$ cat src/rtl/wiper_cmd_pkg.sv
package wiper_cmd_pkg;
  localparam int WIPER_W   = 5;
  localparam int BYTE_W    = 8;
  localparam int BITS_MAX  = BYTE_W;
  localparam logic [3:0] ADDR_FIXED = 4'b0101;

  typedef enum logic [1:0] {
    OP_SET_LIVE   = 2'd0,
    OP_SET_STORED = 2'd1,
    OP_RECALL     = 2'd2,
    OP_SAVE       = 2'd3
  } wop_e;

  typedef enum logic [2:0] {
    ST_IDLE, ST_ADDR, ST_CMD, ST_DATA, ST_WAIT, ST_SKIP
  } rx_state_e;

  typedef struct packed {
    logic known;
    wop_e op;
  } cmd_dec_t;

  function automatic cmd_dec_t decode_cmd(input logic [BYTE_W-1:0] c);
    cmd_dec_t r;
    r.known = 1'b1;
    r.op    = OP_SET_LIVE;
    case (c)
      8'h11:   r.op = OP_SET_LIVE;
      8'h21:   r.op = OP_SET_STORED;
      8'h61:   r.op = OP_RECALL;
      8'h51:   r.op = OP_SAVE;
      default: r.known = 1'b0;
    endcase
    return r;
  endfunction
endpackage

$ cat src/rtl/line_deglitch.sv
module line_deglitch #(
  parameter int HOLD = 4
) (
  input  logic clk,
  input  logic rst_n,
  input  logic line_i,
  output logic line_o
);
  localparam int CW = $clog2(HOLD + 1);

  logic [CW-1:0] cnt_q, cnt_d;
  logic          out_q, out_d;

  always_comb begin
    cnt_d = cnt_q;
    out_d = out_q;
    if (line_i == out_q) begin
      cnt_d = '0;
    end else if (cnt_q == CW'(HOLD - 1)) begin
      out_d = line_i;
      cnt_d = '0;
    end else begin
      cnt_d = cnt_q + 1'b1;
    end
  end

  always_ff @(posedge clk or negedge rst_n) begin
    if (!rst_n) begin
      cnt_q <= '0;
      out_q <= 1'b1;
    end else begin
      cnt_q <= cnt_d;
      out_q <= out_d;
    end
  end

  assign line_o = out_q;
endmodule

$ cat src/rtl/bus_edge_detect.sv
module bus_edge_detect (
  input  logic clk,
  input  logic rst_n,
  input  logic scl_f,
  input  logic sda_f,
  output logic start_o,
  output logic stop_o,
  output logic scl_rise_o,
  output logic scl_fall_o
);
  logic scl_p_q, sda_p_q;

  always_ff @(posedge clk or negedge rst_n) begin
    if (!rst_n) begin
      scl_p_q <= 1'b1;
      sda_p_q <= 1'b1;
    end else begin
      scl_p_q <= scl_f;
      sda_p_q <= sda_f;
    end
  end

  assign start_o    = scl_f & scl_p_q & sda_p_q & ~sda_f;
  assign stop_o     = scl_f & scl_p_q & ~sda_p_q & sda_f;
  assign scl_rise_o = ~scl_p_q & scl_f;
  assign scl_fall_o = scl_p_q & ~scl_f;
endmodule

$ cat src/rtl/wiper_frame_rx.sv
module wiper_frame_rx
  import wiper_cmd_pkg::*;
#(
  parameter bit STRAP_A2 = 1'b0,
  parameter bit STRAP_A1 = 1'b1
) (
  input  logic               clk,
  input  logic               rst_n,
  input  logic               a0_i,
  input  logic               sda_f,
  input  logic               start_i,
  input  logic               stop_i,
  input  logic               scl_rise_i,
  input  logic               scl_fall_i,
  output logic               pull_o,
  output logic               valid_o,
  output logic [1:0]         op_o,
  output logic [WIPER_W-1:0] wip_o
);
  rx_state_e          state_q, state_d;
  logic [3:0]         bitcnt_q, bitcnt_d;
  logic [BYTE_W-1:0]  shift_q, shift_d;
  logic               ackph_q, ackph_d;
  logic               pull_q, pull_d;
  logic               known_q, known_d;
  wop_e               op_q, op_d;
  logic [WIPER_W-1:0] wip_q, wip_d;
  logic               valid_q, valid_d;
  logic [1:0]         oop_q, oop_d;
  logic [WIPER_W-1:0] owip_q, owip_d;

  logic [6:0] my_addr;
  logic       byte_end;
  logic       in_byte;
  cmd_dec_t   dec;

  assign my_addr  = {ADDR_FIXED, STRAP_A2, STRAP_A1, a0_i};
  assign in_byte  = (state_q == ST_ADDR) || (state_q == ST_CMD) || (state_q == ST_DATA);
  assign byte_end = in_byte && scl_fall_i && !ackph_q && (bitcnt_q == 4'(BITS_MAX));
  assign dec      = decode_cmd(shift_q);

  always_comb begin
    state_d  = state_q;
    bitcnt_d = bitcnt_q;
    shift_d  = shift_q;
    ackph_d  = ackph_q;
    pull_d   = pull_q;
    known_d  = known_q;
    op_d     = op_q;
    wip_d    = wip_q;
    valid_d  = 1'b0;
    oop_d    = oop_q;
    owip_d   = owip_q;

    if (start_i) begin
      state_d  = ST_ADDR;
      bitcnt_d = '0;
      ackph_d  = 1'b0;
      pull_d   = 1'b0;
      known_d  = 1'b0;
    end else if (stop_i) begin
      if (state_q == ST_WAIT && known_q) begin
        valid_d = 1'b1;
        oop_d   = op_q;
        owip_d  = wip_q;
      end
      state_d  = ST_IDLE;
      bitcnt_d = '0;
      ackph_d  = 1'b0;
      pull_d   = 1'b0;
    end else begin
      if (ackph_q && scl_fall_i) begin
        ackph_d  = 1'b0;
        pull_d   = 1'b0;
        bitcnt_d = '0;
      end
      if (in_byte && scl_rise_i && !ackph_q && (bitcnt_q < 4'(BITS_MAX))) begin
        shift_d  = {shift_q[BYTE_W-2:0], sda_f};
        bitcnt_d = bitcnt_q + 1'b1;
      end
      if (byte_end) begin
        case (state_q)
          ST_ADDR: begin
            if (shift_q[7:1] == my_addr) begin
              pull_d  = 1'b1;
              ackph_d = 1'b1;
              state_d = shift_q[0] ? ST_SKIP : ST_CMD;
            end else begin
              state_d = ST_SKIP;
            end
          end
          ST_CMD: begin
            pull_d  = 1'b1;
            ackph_d = 1'b1;
            known_d = dec.known;
            op_d    = dec.op;
            state_d = ST_DATA;
          end
          ST_DATA: begin
            pull_d  = 1'b1;
            ackph_d = 1'b1;
            wip_d   = shift_q[BYTE_W-1 -: WIPER_W];
            state_d = ST_WAIT;
          end
          default: state_d = state_q;
        endcase
      end
    end
  end

  always_ff @(posedge clk or negedge rst_n) begin
    if (!rst_n) begin
      state_q  <= ST_IDLE;
      bitcnt_q <= '0;
      shift_q  <= '0;
      ackph_q  <= 1'b0;
      pull_q   <= 1'b0;
      known_q  <= 1'b0;
      op_q     <= OP_SET_LIVE;
      wip_q    <= '0;
      valid_q  <= 1'b0;
      oop_q    <= '0;
      owip_q   <= '0;
    end else begin
      state_q  <= state_d;
      bitcnt_q <= bitcnt_d;
      shift_q  <= shift_d;
      ackph_q  <= ackph_d;
      pull_q   <= pull_d;
      known_q  <= known_d;
      op_q     <= op_d;
      wip_q    <= wip_d;
      valid_q  <= valid_d;
      oop_q    <= oop_d;
      owip_q   <= owip_d;
    end
  end

  assign pull_o  = pull_q;
  assign valid_o = valid_q;
  assign op_o    = oop_q;
  assign wip_o   = owip_q;
endmodule

$ cat src/rtl/wiper_cmd_slave.sv
module wiper_cmd_slave
  import wiper_cmd_pkg::*;
#(
  parameter int FILT_CYCLES = 4,
  parameter bit STRAP_A2    = 1'b0,
  parameter bit STRAP_A1    = 1'b1
) (
  input  logic               clk,
  input  logic               rst_n,
  input  logic               scl_i,
  input  logic               sda_i,
  input  logic               addr_pin_i,
  output logic               sda_pull_o,
  output logic               cmd_valid_o,
  output logic [1:0]         cmd_op_o,
  output logic [WIPER_W-1:0] cmd_wiper_o
);
  localparam int NLINES = 2;

  logic [1:0] rs_q;
  logic       rst_s_n;

  always_ff @(posedge clk or negedge rst_n) begin
    if (!rst_n) rs_q <= '0;
    else        rs_q <= {rs_q[0], 1'b1};
  end
  assign rst_s_n = rs_q[1];

  logic [NLINES-1:0] raw, filt;
  assign raw = {scl_i, sda_i};

  for (genvar g = 0; g < NLINES; g++) begin : g_filt
    line_deglitch #(.HOLD(FILT_CYCLES)) u_flt (
      .clk    (clk),
      .rst_n  (rst_s_n),
      .line_i (raw[g]),
      .line_o (filt[g])
    );
  end

  logic start_c, stop_c, rise_c, fall_c;

  bus_edge_detect u_edge (
    .clk        (clk),
    .rst_n      (rst_s_n),
    .scl_f      (filt[1]),
    .sda_f      (filt[0]),
    .start_o    (start_c),
    .stop_o     (stop_c),
    .scl_rise_o (rise_c),
    .scl_fall_o (fall_c)
  );

  wiper_frame_rx #(.STRAP_A2(STRAP_A2), .STRAP_A1(STRAP_A1)) u_rx (
    .clk        (clk),
    .rst_n      (rst_s_n),
    .a0_i       (addr_pin_i),
    .sda_f      (filt[0]),
    .start_i    (start_c),
    .stop_i     (stop_c),
    .scl_rise_i (rise_c),
    .scl_fall_i (fall_c),
    .pull_o     (sda_pull_o),
    .valid_o    (cmd_valid_o),
    .op_o       (cmd_op_o),
    .wip_o      (cmd_wiper_o)
  );
endmodule

$ cat config.mk
export PLATFORM = sky130hd
export DESIGN_NAME = wiper_cmd_slave
export DESIGN_NICKNAME = d
export VERILOG_FILES = /design/src/rtl/wiper_cmd_pkg.sv /design/src/rtl/line_deglitch.sv /design/src/rtl/bus_edge_detect.sv /design/src/rtl/wiper_frame_rx.sv /design/src/rtl/wiper_cmd_slave.sv
export SDC_FILE = /design/constraint.sdc
export NUM_CORES = 1
export LEC_CHECK = 0
export ABC_AREA = 1
export ABC_CLOCK_PERIOD_IN_PS = 1400
export CORE_MARGIN = 8
export CORE_UTILIZATION = 30
export DETAILED_ROUTE_END_ITERATION = 10
export GPL_TIMING_DRIVEN = 0
export PLACE_DENSITY = 0.43
export SYNTH_ARGS = -nofsm -noshare
export SYNTH_HDL_FRONTEND = slang
export SYNTH_SLANG_ARGS = --single-unit
$ cat constraint.sdc
create_clock -name clk -period 1.4 [get_ports clk]
set_input_delay 0.42 -clock clk [delete_from_list [all_inputs] [get_ports clk]]
set_output_delay 0.42 -clock clk [all_outputs]
set_load 0.01 [all_outputs]
==> flow_metrics.env, run 1 <==
export IMPL_synth_area_leaders="dfrtp_1 53%, nand2_1 14%, dfstp_2 5.4%"
export IMPL_final_common_cell="nand2_1"
export IMPL_wirelength_um=3680
export IMPL_power_density_nw_per_um2=1600
export IMPL_avgSynthCellArea_um2=8.82
export IMPL_hp_class="flip-flop to asynchronous set/reset pin"
export IMPL_gp_congestion=0.730
export IMPL_overflow=0
export IMPL_peakVddDrop_mv=0.883
export IMPL_crit_required_ns=0.98
export IMPL_maxCapViolations=0
export IMPL_critical_path_n_buffers_inverters=1
export IMPL_synth_warnings=0
export IMPL_cts_sinks=45
export IMPL_grt_max_degree=25
export IMPL_use_met2_pct=14.5
export IMPL_dieArea_um2=9260
export IMPL_clock_path_buffers=2
export IMPL_fin_ws_ns=0.0534
export IMPL_critical_path_top_delay_family="flip-flops"
export IMPL_wire_per_inst_um=11.4
export IMPL_fin_total_pwr_w=0.00384
export IMPL_antenna_found_initial=0
export IMPL_syn_inst=219
export IMPL_syn_area_um2=1930
export IMPL_clockRootBuffer="clkbuf_8"
export IMPL_top_level_ports=14
export IMPL_first_iter_violations=61
export IMPL_cp_arrival_ns=0.93
export IMPL_cp_slowest_cell="dfrtp_1"
export IMPL_diodes=0
export IMPL_finalHoldViolations=0
export IMPL_cp_start_kind="flip-flop"
export IMPL_vias=1413
export IMPL_slew_viol_final=0
export IMPL_clk_latency_ns=0.30
export IMPL_cts_tree="yes"
export IMPL_critPathKind="flip-flop to output pin"
export IMPL_first_pass_iters=4
export IMPL_fmax_mhz=743
export IMPL_htree_num_levels=2
export IMPL_grt_pass1_wl_um=6420
export IMPL_drive_gt1_share_pct=20.2
export IMPL_clk_pin_slew_ns=0.08
export IMPL_vias_per_cell=4.36
export IMPL_crit_fanout=2
export IMPL_start_util_pct=30.8
export IMPL_row_count=29
export IMPL_p_leak_nw=1.18
export IMPL_ys_ff_latch=45
export IMPL_fin_crit_ns=1.35
export IMPL_fin_skew_ns=0.00885
export IMPL_area_delta_synth_final_pct=24.4
export IMPL_syn_nets=228
export IMPL_grt_pass1_vias=1401
export IMPL_status="finished, final reports clean"
export IMPL_hpwlAfterDp_um=2660
export IMPL_setup_viol=0
export IMPL_ctsHoldBuffers=0
export IMPL_grtUsageTotal_pct=9.11
export IMPL_place_area_um2=2180
export IMPL_layout_cells_non_filler=324
export IMPL_synth_top_area_cell="dfrtp_1"
export IMPL_final_setup_tns_ns=0
export IMPL_fin_area_um2=2400
export IMPL_ant_nets=0
export IMPL_layout_common_cells="65 x nand2_1, 39 x dfrtp_1, 20 x inv_1, 15 x o21ai_0, 11 x nor2_1"
export IMPL_cts_made_buffers=5
export IMPL_die_w_um=96.2
export IMPL_crit_path_end_kind="output pin"
export IMPL_placed_cells=310
export IMPL_max_stage_delay_ns=0.39
export IMPL_global_route_usage_met3_pct=2.81
export IMPL_die_y_um=96.2
export IMPL_finalCritPeriodShare_pct=96.2
export IMPL_busiest_layer="met2"
export IMPL_yosysSeqAreaShare_pct=58.5
export IMPL_synth_cell_types=22
export IMPL_core_area_um2=6280
export IMPL_grt_use_met1_pct=10.9
export IMPL_port_buffers=13
export IMPL_drc=0
export IMPL_layout_nets=255
export IMPL_synth_top_area_share_pct=53.1
export IMPL_path_cells="clkdlybuf4s15_1"
export IMPL_pre_cts_ws_ns=-0.276
export IMPL_grt_setup_unrepaired="yes"
routing by layer:
metal	routed length, um	part of all wire [%]	vias to the layer above
met1	1770	48	647
met2	1640	44	19
met4	73	2.0	0
li1	-	-	739
met3	200	5.4	8
met5	0	0	-
path summary, 6_finish.rpt:
kind	to	startpoint	slack (ns)	cells past startpoint
setup / recovery	cmd_wiper_o[0]	u_rx.wip_o[0]	0.05	1
hold / removal	u_rx.shift_q[5]	rs_q[1]	0.22	0
setup reg to reg	u_rx.wip_q[1]	u_rx.bitcnt_q[1]	0.09	9
hold reg to reg	u_rx.shift_q[5]	rs_q[1]	0.22	0
max in group asynchronous	g_filt[0].u_flt.line_o	rs_q[1]	0.60	1
min in group clk	rs_q[1]	rs_q[0]	0.36	0
cells in the mapped netlist:
library cell and n:
nand3_1 12, nand2_2 2, inv_2 6, nor3b_2 1, buf_4 1, nand2_1 70, nor3_1 6, inv_1 22
o21ai_1 8, dfrtp_1 41, nor3b_1 2, xnor2_1 3, dfstp_2 4, a21oi_1 4, conb_1 1, o21ai_0 15
nor2_2 1, nand2_4 1, a21oi_2 1, buf_2 1, ha_1 4, nor2_1 13
flip-flops by register name, indices dropped and copies added (netlist names), 3 cells and up:
register            count
g_filt.u_flt.cnt_q      6
u_rx.bitcnt_q           4
u_rx.state_q            3
u_rx.wip_o              5
u_rx.wip_q              5
u_rx.shift_q            8
final cells by class:
cell class,count,area [um^2]
Inverter,28,113
Clock buffer,7,96.3
Buffer,2,12.5
Clock inverter,1,5.00
Tap cell,77,96.3
Multi-Input combinational cell,144,756
Timing Repair Buffer,20,190
Sequential cell,45,1130
Fill cell,646,3870
cell families after synthesis:
kind of cell    synth area share (%)
buf+inv                         6.09
compound gates                  7.45
xor+xnor                        1.36
fa+ha+maj                       2.59
other cells                    0.194
simple gates                    23.8
flops                           58.5
where the power goes:
| part | internal, W | total [W] | leakage [nW] | switching (W) |
|---|---|---|---|---|
| clock network | 0.000446 | 0.000880 | 0.0542 | 0.000433 |
| logic | 0.000459 | 0.00115 | 0.540 | 0.000695 |
| registers | 0.00160 | 0.00181 | 0.585 | 0.000206 |
| total | 0.00251 | 0.00384 | 1.18 | 0.00133 |
what timing repair did:
item	in CTS	in global routing
gates resized for setup	17	25
setup endpoints to repair	13	27
pin swaps	0	4
buffers inserted	1	5
through the flow:
step | hold slack, ns | util, %
after floorplan | 0.124 | -
after global placement | 0.332 | 34.4
after detailed placement | 0.247 | 34.7
after CTS | 0.250 | 36.6
after global routing | 0.268 | 38.3
final | 0.220 | 38.3
(Power assumes the default switching activity.)
==> run 2: changes to the inputs <==
MAX_ROUTING_LAYER = met4   (was unset)
==> run 2 against run 1 <==
Net effect: via count is the same; global-route usage is 0.28 points higher; total power about the same; final cell count is the same; count of clock-buffer cells in the layout did not move; largest power group unchanged; sequential power is essentially flat; wire length hardly changed.
==> flow_metrics.env, run 2 (synthesis gave the netlist of run 1 again) <==
export IMPL_status="finished, final reports clean"
export IMPL_final_common_cell="nand2_1"
export IMPL_regMostFlops="u_rx.shift_q"
export IMPL_clk_latency_ns=0.30
export IMPL_layout_common_cells="65 x nand2_1, 39 x dfrtp_1, 20 x inv_1, 15 x o21ai_0, 11 x nor2_1"
export IMPL_cts_made_buffers=5
export IMPL_cp_arrival_ns=0.93
export IMPL_cts_sinks=45
export IMPL_wire_per_inst_um=11.4
export IMPL_clk_pin_slew_ns=0.08
export IMPL_fin_skew_ns=0.00885
export IMPL_die_w_um=96.2
export IMPL_die_y_um=96.2
export IMPL_grt_pass1_vias=1401
export IMPL_layout_nets=255
export IMPL_wirelength_um=3680
export IMPL_p_leak_nw=1.18
export IMPL_placed_cells=310
export IMPL_finalCritPeriodShare_pct=96.2
export IMPL_max_stage_delay_ns=0.39
export IMPL_fin_total_pwr_w=0.00384
export IMPL_largest_reg_flops=8
export IMPL_gp_congestion=0.739
export IMPL_startpoint="u_rx.wip_o[0]"
export IMPL_core_area_um2=6280
export IMPL_cts_tree="yes"
export IMPL_antenna_found_initial=0
export IMPL_maxCapViolations=0
export IMPL_comb_power_share_pct=30.0
export IMPL_layout_cells_non_filler=324
export IMPL_fillers=646
export IMPL_port_buffers=13
export IMPL_p_int_w=0.00251
export IMPL_ant_nets=0
export IMPL_area_delta_synth_final_pct=24.4
export IMPL_critical_path_n_buffers_inverters=1
export IMPL_vias_per_cell=4.36
export IMPL_pwr_share_seq_pct=47.1
export IMPL_row_count=29
export IMPL_first_pass_iters=4
export IMPL_multi_input_area_um2=756
export IMPL_overflow=0
export IMPL_p_sw_w=0.00133
export IMPL_final_setup_tns_ns=0
export IMPL_path_cells="clkdlybuf4s15_1"
export IMPL_grtUsageTotal_pct=9.39
export IMPL_grt_max_degree=25
export IMPL_cp_slowest_cell="dfrtp_1"
export IMPL_critPathKind="flip-flop to output pin"
export IMPL_clock_path_buffers=2
export IMPL_slew_viol_final=0
export IMPL_hpwlAfterDp_um=2660
export IMPL_peakVddDrop_mv=0.883
export IMPL_crit_path_end_kind="output pin"
export IMPL_finalHoldViolations=0
export IMPL_sw_frac_of_total_pct=34.7
export IMPL_vias=1413
export IMPL_htree_num_levels=2
export IMPL_ctsHoldBuffers=0
export IMPL_cp_start_kind="flip-flop"
export IMPL_ff_latch_area_um2=1130
export IMPL_crit_fanout=2
export IMPL_setup_viol=0
export IMPL_clkPwrFrac_pct=22.9
export IMPL_drive_gt1_share_pct=20.2
export IMPL_diodes=0
export IMPL_start_util_pct=30.8
export IMPL_fin_crit_ns=1.35
export IMPL_dieArea_um2=9260
export IMPL_largestRegisters="u_rx.shift_q: 8 flops, g_filt.u_flt.cnt_q: 6 flops"
export IMPL_grt_setup_unrepaired="yes"
export IMPL_power_density_nw_per_um2=1600
export IMPL_drc=0
export IMPL_top_level_ports=14
export IMPL_grt_pass1_wl_um=6420
export IMPL_hp_class="flip-flop to asynchronous set/reset pin"
export IMPL_clockRootBuffer="clkbuf_8"
export IMPL_critical_path_top_delay_family="flip-flops"
export IMPL_crit_required_ns=0.98
export IMPL_first_iter_violations=61
export IMPL_reg2reg_from="u_rx.bitcnt_q[1]"
export IMPL_fmax_mhz=743
export IMPL_holdWs_ns=0.220
-- run 2: cell counts in the layout (fill, tap and decap cells not counted) --
Identical to the previous run, type by type.
-- run 2: routing by layer --
metal / GRT usage [%] / routed length [um]
met2: 14.5 / 1640
met1: 10.9 / 1790
met4: 4.61 / 70
met5: - / 0
met3: 2.65 / 182
-- run 2: what timing repair did --
action,in CTS,in global routing
endpoints found under the setup margin,13,27
hold endpoints to repair,0,0
gates resized for setup,17,25
cloned,0,0
setup buffers,1,5
pin swaps,0,4
-- run 2: path summary, 6_finish.rpt --
| check | end | slack, ns | cells past startpoint |
|---|---|---|---|
| max in group asynchronous | g_filt[0].u_flt.line_o | 0.60 | 1 |
| min | u_rx.shift_q[5] | 0.22 | 0 |
| min reg2reg | u_rx.shift_q[5] | 0.22 | 0 |
| min in group clk | rs_q[1] | 0.36 | 0 |
| max reg2reg | u_rx.wip_q[1] | 0.09 | 9 |
| max | cmd_wiper_o[0] | 0.05 | 1 |
-- run 2: power by group through the flow --
stage | clock network, W | registers, W | logic [W]
global route | 0.000962 | 0.00184 | 0.00135
global placement | 0 | 0.00186 | 0.000947
detailed placement | 0 | 0.00185 | 0.000972
floorplan | 0 | 0.00180 | 0.000757
finish | 0.000880 | 0.00181 | 0.00115
CTS | 0.000929 | 0.00182 | 0.00103
-- run 2: layout make-up --
cell class,instances,share of cell area [%]
Sequential cell,45,47.2
Multi-Input combinational cell,144,31.5
Timing Repair Buffer,20,7.92
Inverter,28,4.69
Clock buffer,7,4.01
Tap cell,77,4.01
Buffer,2,0.521
Clock inverter,1,0.208
-- run 2: per-stage QoR --
| stage | setup slack, ns | util, % | cell area [um^2] |
|---|---|---|---|
| floorplan | 0.0619 | - | 1930 |
| global placement | -0.579 | 34.4 | 2160 |
| detailed placement | -0.276 | 34.7 | 2180 |
| CTS | 0.00176 | 36.6 | 2300 |
| global route | -0.0318 | 38.3 | 2400 |
| finish | 0.0534 | 38.3 | 2400 |
==> run 3: changes to the inputs <==
ABC_CLOCK_PERIOD_IN_PS = unset   (was 1400)
CORE_UTILIZATION = 32   (was 30)
PLACE_DENSITY = 0.46   (was 0.43)
==> run 3 against run 2 <==
Net effect: register-to-register slack got worse by 0.04 ns; fmax decreased by 1.4%; critical path depth unchanged; flip-flop and latch count unchanged; global-route usage increased by 0.26 points; sequential share of layout area shrank 0.56 points; non-clock buffer count up 1; wire length grew 2.7%; count of clock-buffer cells in the layout is 1 higher; design area increased by 1.1%.
==> flow_metrics.env, run 3 (synthesis gave the netlist of run 1 again) <==
export IMPL_hp_class="flip-flop to asynchronous set/reset pin"
export IMPL_cts_sinks=45
export IMPL_wirelength_um=3780
export IMPL_finalHoldViolations=0
export IMPL_power_density_nw_per_um2=1550
export IMPL_area_delta_synth_final_pct=25.7
export IMPL_drc=0
export IMPL_fin_skew_ns=0.00554
export IMPL_die_w_um=93.7
export IMPL_vias_per_cell=4.44
export IMPL_fin_crit_ns=1.37
export IMPL_cts_tree="yes"
export IMPL_row_count=28
export IMPL_critPathKind="flip-flop to output pin"
export IMPL_regMostFlops="u_rx.shift_q"
export IMPL_hpwlAfterDp_um=2590
export IMPL_cp_arrival_ns=0.95
export IMPL_cp_slowest_cell="dfrtp_1"
export IMPL_wire_per_inst_um=11.7
export IMPL_crit_fanout=2
export IMPL_ant_nets=0
export IMPL_dieArea_um2=8780
export IMPL_first_iter_violations=58
export IMPL_largest_reg_flops=8
export IMPL_pre_cts_ws_ns=-0.249
export IMPL_cp_start_kind="flip-flop"
export IMPL_critical_path_n_buffers_inverters=1
export IMPL_clk_latency_ns=0.29
export IMPL_fmax_mhz=732
export IMPL_peakVddDrop_mv=0.573
export IMPL_reg2reg_slack_ns=0.05
export IMPL_gp_congestion=0.742
export IMPL_port_buffers=13
export IMPL_die_y_um=93.7
export IMPL_layout_nets=257
export IMPL_grt_setup_unrepaired="yes"
export IMPL_grt_pass1_vias=1401
export IMPL_grtUsageTotal_pct=9.65
export IMPL_start_util_pct=32.8
export IMPL_clk_pin_slew_ns=0.08
export IMPL_path_cells="dlygate4sd2_1"
export IMPL_maxCapViolations=0
export IMPL_clockRootBuffer="clkbuf_8"
export IMPL_first_pass_iters=4
export IMPL_holdWs_ns=0.223
export IMPL_antenna_found_initial=0
export IMPL_p_leak_nw=1.22
export IMPL_crit_required_ns=0.98
export IMPL_final_common_cell="nand2_1"
export IMPL_fin_ws_ns=0.0337
export IMPL_setup_viol=0
export IMPL_drive_gt1_share_pct=20.1
export IMPL_finalCritPeriodShare_pct=97.6
export IMPL_cts_made_buffers=5
export IMPL_clock_path_buffers=2
export IMPL_critical_path_top_delay_family="flip-flops"
export IMPL_grt_pass1_wl_um=6550
export IMPL_core_area_um2=5890
export IMPL_max_stage_delay_ns=0.38
export IMPL_htree_num_levels=2
export IMPL_diodes=0
export IMPL_largestRegisters="u_rx.shift_q: 8 flops, g_filt.u_flt.cnt_q: 6 flops"
export IMPL_top_level_ports=14
export IMPL_grt_max_degree=25
export IMPL_crit_path_end_kind="output pin"
export IMPL_overflow=0
export IMPL_layout_common_cells="66 x nand2_1, 40 x dfrtp_1, 18 x inv_1, 14 x o21ai_0, 12 x nor2_1"
export IMPL_slew_viol_final=0
export IMPL_vias=1438
export IMPL_status="finished, final reports clean"
==> run 3: final timing paths <==
path / startpoint / to / cells past startpoint
max in group asynchronous: rs_q[1] / g_filt[0].u_flt.line_o / 1
worst max-delay path: u_rx.op_o[0] / cmd_op_o[0] / 1
worst min-delay path: rs_q[1] / u_rx.shift_q[3] / 0
worst min register to register: rs_q[1] / u_rx.shift_q[3] / 0
worst max register to register: u_rx.bitcnt_q[1] / u_rx.wip_q[1] / 9
min in group clk: rs_q[0] / rs_q[1] / 0
==> run 3: through the flow <==
stage	setup TNS (ns)	instances	power, W	utilization [%]	area (um^2)
2_1_floorplan	0	219	0.00256	-	1930
4_1_cts	0	317	0.00368	38.5	2260
6_report	0	324	0.00378	41.3	2430
3_5_place_dp	-1.00	308	0.00283	37.0	2180
3_3_place_gp	-23.51	307	0.00280	36.6	2160
5_1_grt	-0.441	324	0.00409	41.3	2430
==> run 3: what timing repair did <==
item | CTS | global route
hold buffers | 0 | 0
pin swaps | 0 | 7
gates cloned | 0 | 1
setup buffers | 1 | 6
resized for setup | 9 | 36
endpoints found under the setup margin | 16 | 34
==> run 3: power breakdown <==
group	leakage, nW	internal (W)	switching, W
logic	0.589	0.000446	0.000690
registers	0.586	0.00160	0.000219
clock network	0.0455	0.000403	0.000418
total	1.22	0.00245	0.00133
==> run 3: layer usage <==
layer,wire [um],vias to the layer above,share of wire (%),GRT usage [%]
met4,54,0,1.4,3.57
met2,1730,16,46,14.7
met5,0,-,0,-
met1,1860,670,49,11.8
li1,-,748,-,-
met3,145,4,3.8,2.88
==> run 3: cell type report <==
| type | instances | area, um^2 |
|---|---|---|
| Sequential cell | 45 | 1130 |
| Fill cell | 613 | 3460 |
| Clock buffer | 8 | 90.1 |
| Multi-Input combinational cell | 145 | 781 |
| Buffer | 2 | 12.5 |
| Tap cell | 75 | 93.8 |
| Timing Repair Buffer | 21 | 199 |
| Inverter | 28 | 120 |
